**config.mk**
```make
export PLATFORM = sky130hd
export DESIGN_NAME = fd_pulse_combiner
export DESIGN_NICKNAME = d
export VERILOG_FILES = /design/src/rtl/fdc_pkg.sv /design/src/rtl/fdc_dir_track.sv /design/src/rtl/fdc_merge.sv /design/src/rtl/fd_pulse_combiner.sv
export SDC_FILE = /design/constraint.sdc
export NUM_CORES = 1
export LEC_CHECK = 0
export BUFFER_PORTS_ARGS = -buffer_cell sky130_fd_sc_hd__buf_4
export CORE_AREA = 4 4 41 43
export CTS_CLUSTER_SIZE = 8
export DETAILED_ROUTE_END_ITERATION = 16
export DIE_AREA = 0 0 45 47
export PLACE_DENSITY = 0.3
export RECOVER_POWER = 100
export SLEW_MARGIN = 20
export SYNTH_ARGS = -nofsm -noshare
export SYNTH_HDL_FRONTEND = slang
export SYNTH_SLANG_ARGS = --single-unit
```
**constraint.sdc**
```tcl
create_clock -name clk -period 0.9 [get_ports clk]
set_input_delay 0.09 -clock clk [delete_from_list [all_inputs] [get_ports clk]]
set_output_delay 0.09 -clock clk [all_outputs]
set_load 0.01 [all_outputs]
```
**src/rtl/fdc_pkg.sv**
```systemverilog
package fdc_pkg;

    typedef struct packed {
        logic prev_up;
        logic fast;
    } dir_state_t;

    typedef struct packed {
        logic up;
        logic dn;
    } pump_state_t;

endpackage

```
**src/rtl/fdc_dir_track.sv**
```systemverilog
module fdc_dir_track
    import fdc_pkg::*;
(
    input  logic clk,
    input  logic rst_n,
    input  logic en,
    input  logic crs_up,
    output logic fast
);

    dir_state_t st_d, st_q;

    always_comb begin
        st_d         = st_q;
        st_d.prev_up = crs_up;
        if (en && crs_up && !st_q.prev_up) begin
            st_d.fast = 1'b1;
        end
    end

    always_ff @(posedge clk or negedge rst_n) begin
        if (!rst_n) begin
            st_q <= '0;
        end else begin
            st_q <= st_d;
        end
    end

    assign fast = st_q.fast;

    // the flag never clears once set
    a_r6_dir_sticky: assert property (@(posedge clk) disable iff (!rst_n)
        st_q.fast |=> st_q.fast);

    // a disabled cycle leaves the flag unchanged
    a_r7_dir_hold: assert property (@(posedge clk) disable iff (!rst_n)
        !en |=> $stable(st_q.fast));

endmodule

```
**src/rtl/fdc_merge.sv**
```systemverilog
module fdc_merge
    import fdc_pkg::*;
(
    input  logic clk,
    input  logic rst_n,
    input  logic en,
    input  logic fast,
    input  logic crs_up,
    input  logic crs_dn,
    input  logic fin_up,
    input  logic fin_dn,
    output logic up,
    output logic dn
);

    pump_state_t p_d, p_q;

    always_comb begin
        p_d = '0;
        if (en) begin
            if (fast) begin
                p_d.up = crs_up | fin_up;
                p_d.dn = fin_dn;
            end else begin
                p_d.up = fin_up;
                p_d.dn = crs_dn | fin_dn;
            end
        end
    end

    always_ff @(posedge clk or negedge rst_n) begin
        if (!rst_n) begin
            p_q <= '0;
        end else begin
            p_q <= p_d;
        end
    end

    assign up = p_q.up;
    assign dn = p_q.dn;

    // slow direction, coarse up cannot reach the pump
    a_r2_slow_up_fine_only: assert property (@(posedge clk) disable iff (!rst_n)
        (!fast && !fin_up) |=> !p_q.up);

    // slow direction, coarse dn reaches the pump
    a_r3_slow_dn_coarse: assert property (@(posedge clk) disable iff (!rst_n)
        (en && !fast && crs_dn) |=> p_q.dn);

    // fast direction, coarse up reaches the pump
    a_r4_fast_up_coarse: assert property (@(posedge clk) disable iff (!rst_n)
        (en && fast && crs_up) |=> p_q.up);

    // fast direction, coarse dn cannot reach the pump
    a_r5_fast_dn_fine_only: assert property (@(posedge clk) disable iff (!rst_n)
        (fast && !fin_dn) |=> !p_q.dn);

    // disabled loop gives quiet outputs
    a_r7_en_low_quiet: assert property (@(posedge clk) disable iff (!rst_n)
        !en |=> (!p_q.up && !p_q.dn));

endmodule

```
**src/rtl/fd_pulse_combiner.sv**
```systemverilog
module fd_pulse_combiner
    import fdc_pkg::*;
(
    input  logic clk,
    input  logic rst_n,
    input  logic loop_en,
    input  logic crs_up,
    input  logic crs_dn,
    input  logic fin_up,
    input  logic fin_dn,
    output logic pump_up,
    output logic pump_dn,
    output logic dir_fast
);

    logic fast_w;

    fdc_dir_track dir_i (
        .clk    (clk),
        .rst_n  (rst_n),
        .en     (loop_en),
        .crs_up (crs_up),
        .fast   (fast_w)
    );

    fdc_merge merge_i (
        .clk    (clk),
        .rst_n  (rst_n),
        .en     (loop_en),
        .fast   (fast_w),
        .crs_up (crs_up),
        .crs_dn (crs_dn),
        .fin_up (fin_up),
        .fin_dn (fin_dn),
        .up     (pump_up),
        .dn     (pump_dn)
    );

    assign dir_fast = fast_w;

    // reset holds everything low
    a_r1_reset_quiet: assert property (@(posedge clk)
        !rst_n |-> (!pump_up && !pump_dn && !dir_fast));

    // the flag only rises after an enabled coarse up sample
    a_r6_dir_rise_cause: assert property (@(posedge clk) disable iff (!rst_n)
        $rose(dir_fast) |-> $past(loop_en && crs_up));

endmodule

```
==> flow_summary_export.csv, run 1 <==
group,metric,value,unit
outcome,status,"finished, final reports clean",
die,initial_core_util,0.105,
die,row_count,13,
setup_path,critPathLaunchType,"register",
global_routing,antenna_found_initial,0,
sta,fin_crit,0.879,ns
clocking,clk_path_buf_depth,2,
synth,synth_cells,10,
clocking,clk_pin_slew_worst_paths,0.04,ns
detailed_routing,postRouteAntennaNets,0,
synth,syn_area,136,um2
finish,area_growth,86.2,%
min_path,hold_path_class,"primary input to register",
sta,max_slew_margin,0.870,
setup_path,required,0.81,ns
synth,synth_warnings,0,
global_routing,grt_max_degree,5,
die,placeableCoreArea,1300,um2
sta,rsz0062_at_grt,"yes",
finish,fill_cells,160,
synth,synth_top_area_share,0.734,
setup_path,path_buf_inv,1,
finish,final_util,0.195,
detailed_routing,dr.pass1.iters,3,
run,maxCapViolCount,0,
clocking,clock_latency,0.23,ns
clocking,clockRootBuffer,"clkbuf_4",
global_routing,grt_pass1_wl,607,um
synth,ys_ff_latch,4,
die,die_height,47,um
placed_design,post-place-cells,34,
finish,diodes,0,
sta,final_hold_viol_count,0,
sta,fin_crit_sh,0.976,
global_routing,first_global_vias,146,
placed_design,finalWeightedCongestion,0.626,
synth,ys_seq_area_frac,0.734,
power_and_ir_drop,powerDensity,1790,nW/um2
finish,nets,33,
placed_design,port_buffers,9,
sta,clock.fmax,1140,MHz
synth,yosysTopAreaCell,"dfrtp_1",
setup_path,cpMaxStageDelayCell,"dfrtp_1",
global_routing,overflow,0,
synth,ys_top_cells_by_area,"dfrtp_1 73%, nor2b_1 9.2%, o21a_1 5.5%",
detailed_routing,routedWlPerCell,8.85,um
setup_path,path_max_fanout,4,
clocking,cts_tree,"built",
synth,syn_nets,17,
clocking,htreeDepth,1,
power_and_ir_drop,leakagePower,0.110,nW
setup_path,crit_type,"register to primary output",
die,dieArea,2120,um2
setup_path,path_cells,"buf_6",
setup_path,max_stage_delay,0.41,ns
setup_path,cp.arrival,0.79,ns
global_routing,grt_usage,0.0499,
clocking,cts_made_buffers,3,
finish,multi_input_area,36.3,um2
die,num_io_pins,10,
clocking,cts.sinks,4,
synth,yosysUniqueCellTypes,6,
sta,maxSlewViolCount,0,
sta,timing.hold.ws,0.0852,ns
sta,tightest_slew,0.195,ns
power_and_ir_drop,irDropWorstVdd,437,uV
finish,seq_area,100,um2
detailed_routing,via_per_inst,3.38,
setup_path,cp_top_family,"flip-flops",
synth,avgSynthCellArea,13.6,um2
sta,setup_viol,0,
finish,layout-drive-gt1-share,0.333,
setup_path,worst_setup_path_end_kind,"primary output",
detailed_routing,drt_iter0_markers,5,
sta,clock_skew,0.000454,ns
detailed_routing,vias,132,
detailed_routing,wl,345,um
detailed_routing,drt_drc_violations_left,0,
finish,final_cells,39,
die,die_w,45,um
-- layout make-up --
| cell class | instances | area share |
|---|---|---|
| Sequential cell | 4 | 0.394 |
| Timing Repair Buffer | 11 | 0.300 |
| Multi-Input combinational cell | 6 | 0.143 |
| Clock buffer | 3 | 0.0887 |
| Tap cell | 15 | 0.0739 |
-- through the flow --
step | worst slack (ns) | power, W | TNS [ns] | instance area, um2
2_1_floorplan | 0.176 | 0.000203 | 0 | 136
3_3_place_gp | 0.162 | 0.000239 | 0 | 223
3_5_place_dp | 0.165 | 0.000239 | 0 | 223
4_1_cts | 0.00393 | 0.000470 | 0 | 265
5_1_grt | -0.00745 | 0.000490 | -0.00745 | 254
6_report | 0.0213 | 0.000454 | 0 | 254
-- placed cells by master, fill, tap and decap left out, drive strengths merged --
| cell | Yosys | final |
|---|---|---|
| o21a | 1 | 1 |
| clkbuf | 0 | 7 |
| a21oi | 1 | 1 |
| buf | 0 | 5 |
| dfrtp | 4 | 4 |
| nor2b | 2 | 2 |
| o21bai | 1 | 1 |
| dlygate4sd3 | 0 | 2 |
| nand2 | 1 | 1 |
-- where the power goes --
part / total [W] / internal [W] / switching (W)
Combinational: 0.0000423 / 0.0000254 / 0.0000169
Sequential: 0.000191 / 0.000189 / 0.00000220
Clock: 0.000220 / 0.000149 / 0.0000711
Total: 0.000454 / 0.000363 / 0.0000902
-- worst paths after layout --
path                                              start                      to  slack [ns]  depth (start not counted)
worst max-delay path             dir_i.fast$_DFFE_PN0P_                dir_fast        0.02                          1
worst min-delay path                             fin_dn    merge_i.dn$_DFF_PN0_        0.09                          2
worst max register to register   dir_i.fast$_DFFE_PN0P_    merge_i.dn$_DFF_PN0_        0.14                          2
worst min register to register  dir_i.st_q[1]$_DFF_PN0_  dir_i.fast$_DFFE_PN0P_        0.43                          1
max in group asynchronous                         rst_n    merge_i.dn$_DFF_PN0_        0.51                          2
min in group asynchronous                         rst_n  dir_i.fast$_DFFE_PN0P_        0.22                          2
-- cell usage after synthesis (all sizes together) --
cell / number
a21oi: 1
o21bai: 1
o21a: 1
dfrtp: 4
nor2b: 2
nand2: 1
-- kinds of logic (layout without fill, tap and decap cells) --
kind of cell           count (synthesis)  count (layout)  synth area share
AOI/OAI and AO/OA                      3               3             0.147
buffers and inverters                  0              14                 0
DFF                                    4               4             0.734
and+or+nand+nor                        3               3             0.119
-- state kept, by name (all words and copies together) (netlist names) --
signal / cells
dir_i.fast: 1
dir_i.st_q: 1
merge_i.dn: 1
merge_i.up: 1
-- what timing repair did --
item	4_1_cts	5_1_grt
endpoints found under the setup margin	0	1
endpoints found under the hold margin	5	0
gates resized for setup	0	1
hold buffers	2	0
setup buffers	0	0
-- worst register-to-register path, stage by stage, from the launching register on --
cell and delay, ns:
dfrtp_1 0.40, nor2b_1 0.07, o21a_1 0.17
-- routing by layer --
metal  GRT usage  share of wire
met1      0.0458           0.40
met2      0.0452           0.38
met4       0.105          0.029
met3      0.0345           0.19
met5           0              0
(Power assumes the default switching activity.)
==> run 2: changes to the inputs <==
SYNTH_HIERARCHICAL = 1   (was default)
==> flow_summary_export.csv, run 2 <==
group,metric,value,unit
sta,clock_skew,0.00119,ns
synth,synthFlopType,"dfrtp_1",
synth,yosys.area_share.simple,0.119,
power_and_ir_drop,seqPwrFrac,0.428,
sta,final_hold_viol_count,0,
placed_design,finalWeightedCongestion,0.600,
min_path,hold_path_class,"primary input to register",
clocking,cts_made_buffers,3,
setup_path,crit_type,"register to primary output",
clocking,clk_path_buf_depth,2,
die,placeableCoreArea,1300,um2
die,dieArea,2120,um2
finish,nets,34,
synth,syn_area,136,um2
synth,synth_top_family_by_area,"compound AO/OA/AOI/OAI gates",
setup_path,critPathLaunchType,"register",
detailed_routing,drt_drc_violations_left,0,
clocking,cts.sinks,4,
clocking,clock_latency,0.23,ns
setup_path,cp_top_family,"flip-flops",
power_and_ir_drop,leakagePower,0.118,nW
power_and_ir_drop,irDropWorstVdd,791,uV
clocking,clk_pin_slew_worst_paths,0.04,ns
setup_path,path_max_fanout,4,
setup_path,cpMaxStageDelayCell,"dfrtp_1",
sta,max_slew_margin,0.850,
synth,async_flop_share,1.00,
sta,setup_ws,0.0424,ns
synth,yosysTopAreaCell,"dfrtp_1",
die,die_height,47,um
setup_path,max_stage_delay,0.40,ns
power_and_ir_drop,pwr-share-clk,0.475,
detailed_routing,postRouteAntennaNets,0,
sta,fin_crit_sh,0.953,
sta,fin_crit,0.858,ns
detailed_routing,dr.pass1.iters,1,
synth,synth_cells,10,
setup_path,path_buf_inv,1,
detailed_routing,routedWlPerCell,8.45,um
sta,rsz0062_at_grt,"no",
sta,clock.fmax,1170,MHz
finish,final_cell_mix,"5 x buf_4, 4 x dfrtp_1, 3 x clkbuf_4, 3 x clkbuf_1",
synth,yosysMostFrequentCell,"dfrtp_1",
synth,ys_top_cells_by_area,"dfrtp_1 73%, nor2b_1 9.2%, o21a_1 5.5%",
synth,ys_seq_area_frac,0.734,
finish,diodes,0,
synth,synth_warnings,6,
power_and_ir_drop,swShare,0.185,
sta,timing.hold.ws,0.0785,ns
clocking,clockRootBuffer,"clkbuf_4",
global_routing,antenna_found_initial,0,
setup_path,worst_setup_path_end_kind,"primary output",
sta,maxSlewViolCount,0,
setup_path,cp.arrival,0.77,ns
synth,synth-edff-count,0,
die,num_io_pins,10,
synth,synth_common_cells,"4 x dfrtp_1, 2 x nor2b_1",
die,die_w,45,um
synth,synth_top_area_share,0.734,
run,maxCapViolCount,0,
synth,ys_ff_latch,4,
global_routing,overflow,0,
detailed_routing,drt_iter0_markers,0,
setup_path,required,0.81,ns
finish,final_common_cell,"buf_4",
synth,synth.area.mux_share,0,
detailed_routing,via_per_inst,3.03,
synth,yosysUniqueCellTypes,6,
sta,tightest_slew,0.226,ns
power_and_ir_drop,powerDensity,1700,nW/um2
synth,avgSynthCellArea,13.6,um2
clocking,cts_tree,"built",
die,row_count,13,
global_routing,first_global_vias,139,
sta,tns,0,ns
synth,syn_nets,17,
outcome,status,"finished, final reports clean",
finish,layout-drive-gt1-share,0.400,
detailed_routing,vias,121,
setup_path,path_cells,"buf_6",
clocking,htreeDepth,1,
sta,setup_viol,0,
power_and_ir_drop,p_sw,0.0000826,W
placed_design,port_buffers,9,
power_and_ir_drop,power_frac_comb,0.097,
die,initial_core_util,0.105,
synth,synthAdderAreaFrac,0,
global_routing,grt_pass1_wl,621,um
placed_design,post-place-ws,0.180,ns
finish,area_growth,92.7,%
synth,synth-compound-area-share,0.147,
power_and_ir_drop,internal_power,0.000364,W
global_routing,grt_usage,0.0475,
synth,synth_xor_area_frac,0,
detailed_routing,wl,338,um
global_routing,grt_max_degree,5,
run 2: cell counts after synthesis:
No cell type changed its count.
run 2: per-stage QoR:
stage | instance area (um2) | total power [W] | util | cells
6_report | 263 | 0.000446 | 0.202 | 40
5_1_grt | 263 | 0.000490 | 0.202 | 40
4_1_cts | 265 | 0.000467 | 0.204 | 39
3_5_place_dp | 223 | 0.000239 | 0.171 | 34
3_3_place_gp | 223 | 0.000238 | 0.171 | 34
2_1_floorplan | 136 | 0.000203 | - | 10
run 2: final cells by class:
type	count	area (um2)
Tap cell	15	18.8
Timing Repair Buffer	12	85.1
Fill cell	158	1040
Sequential cell	4	100
Clock buffer	3	22.5
Multi-Input combinational cell	6	36.3
run 2: power by group through the flow:
stage / Combinational, W / Sequential, W / Clock, W
6_report: 0.0000435 / 0.000191 / 0.000212
5_1_grt: 0.0000497 / 0.000191 / 0.000249
4_1_cts: 0.0000523 / 0.000191 / 0.000224
3_5_place_dp: 0.0000452 / 0.000193 / 0
3_3_place_gp: 0.0000447 / 0.000193 / 0
2_1_floorplan: 0.00000646 / 0.000197 / 0
run 2: cells by family (layout without fill, tap and decap cells):
logic type,Yosys count,count (layout)
compound gates,3,3
buf+inv,0,15
flops,4,4
simple gates,3,3
run 2: layer usage:
metal	track usage	up-vias	routed length (um)
met5	0	-	0
met4	0.0175	0	0
met3	0.0766	0	86
met2	0.0537	10	115
met1	0.0413	47	136
li1	-	64	-
run 2: what timing repair did:
action | in CTS | in global routing
setup buffers | 0 | 1
resized for setup | 0 | 1
endpoints found under the setup margin | 0 | 1
hold endpoints to repair | 5 | 0
hold buffers | 2 | 0
run 2: final timing paths:
kind,start,endpoint,slack [ns],cells after the start
worst max register to register,dir_i/fast$_DFFE_PN0P_,merge_i/dn$_DFF_PN0_,0.08,3
max in group asynchronous,rst_n,dir_i/fast$_DFFE_PN0P_,0.49,2
worst max-delay path,dir_i/fast$_DFFE_PN0P_,dir_fast,0.04,1
worst min register to register,dir_i/st_q[1]$_DFF_PN0_,dir_i/fast$_DFFE_PN0P_,0.42,1
worst min-delay path,fin_dn,merge_i/dn$_DFF_PN0_,0.08,2
min in group asynchronous,rst_n,dir_i/st_q[1]$_DFF_PN0_,0.22,2
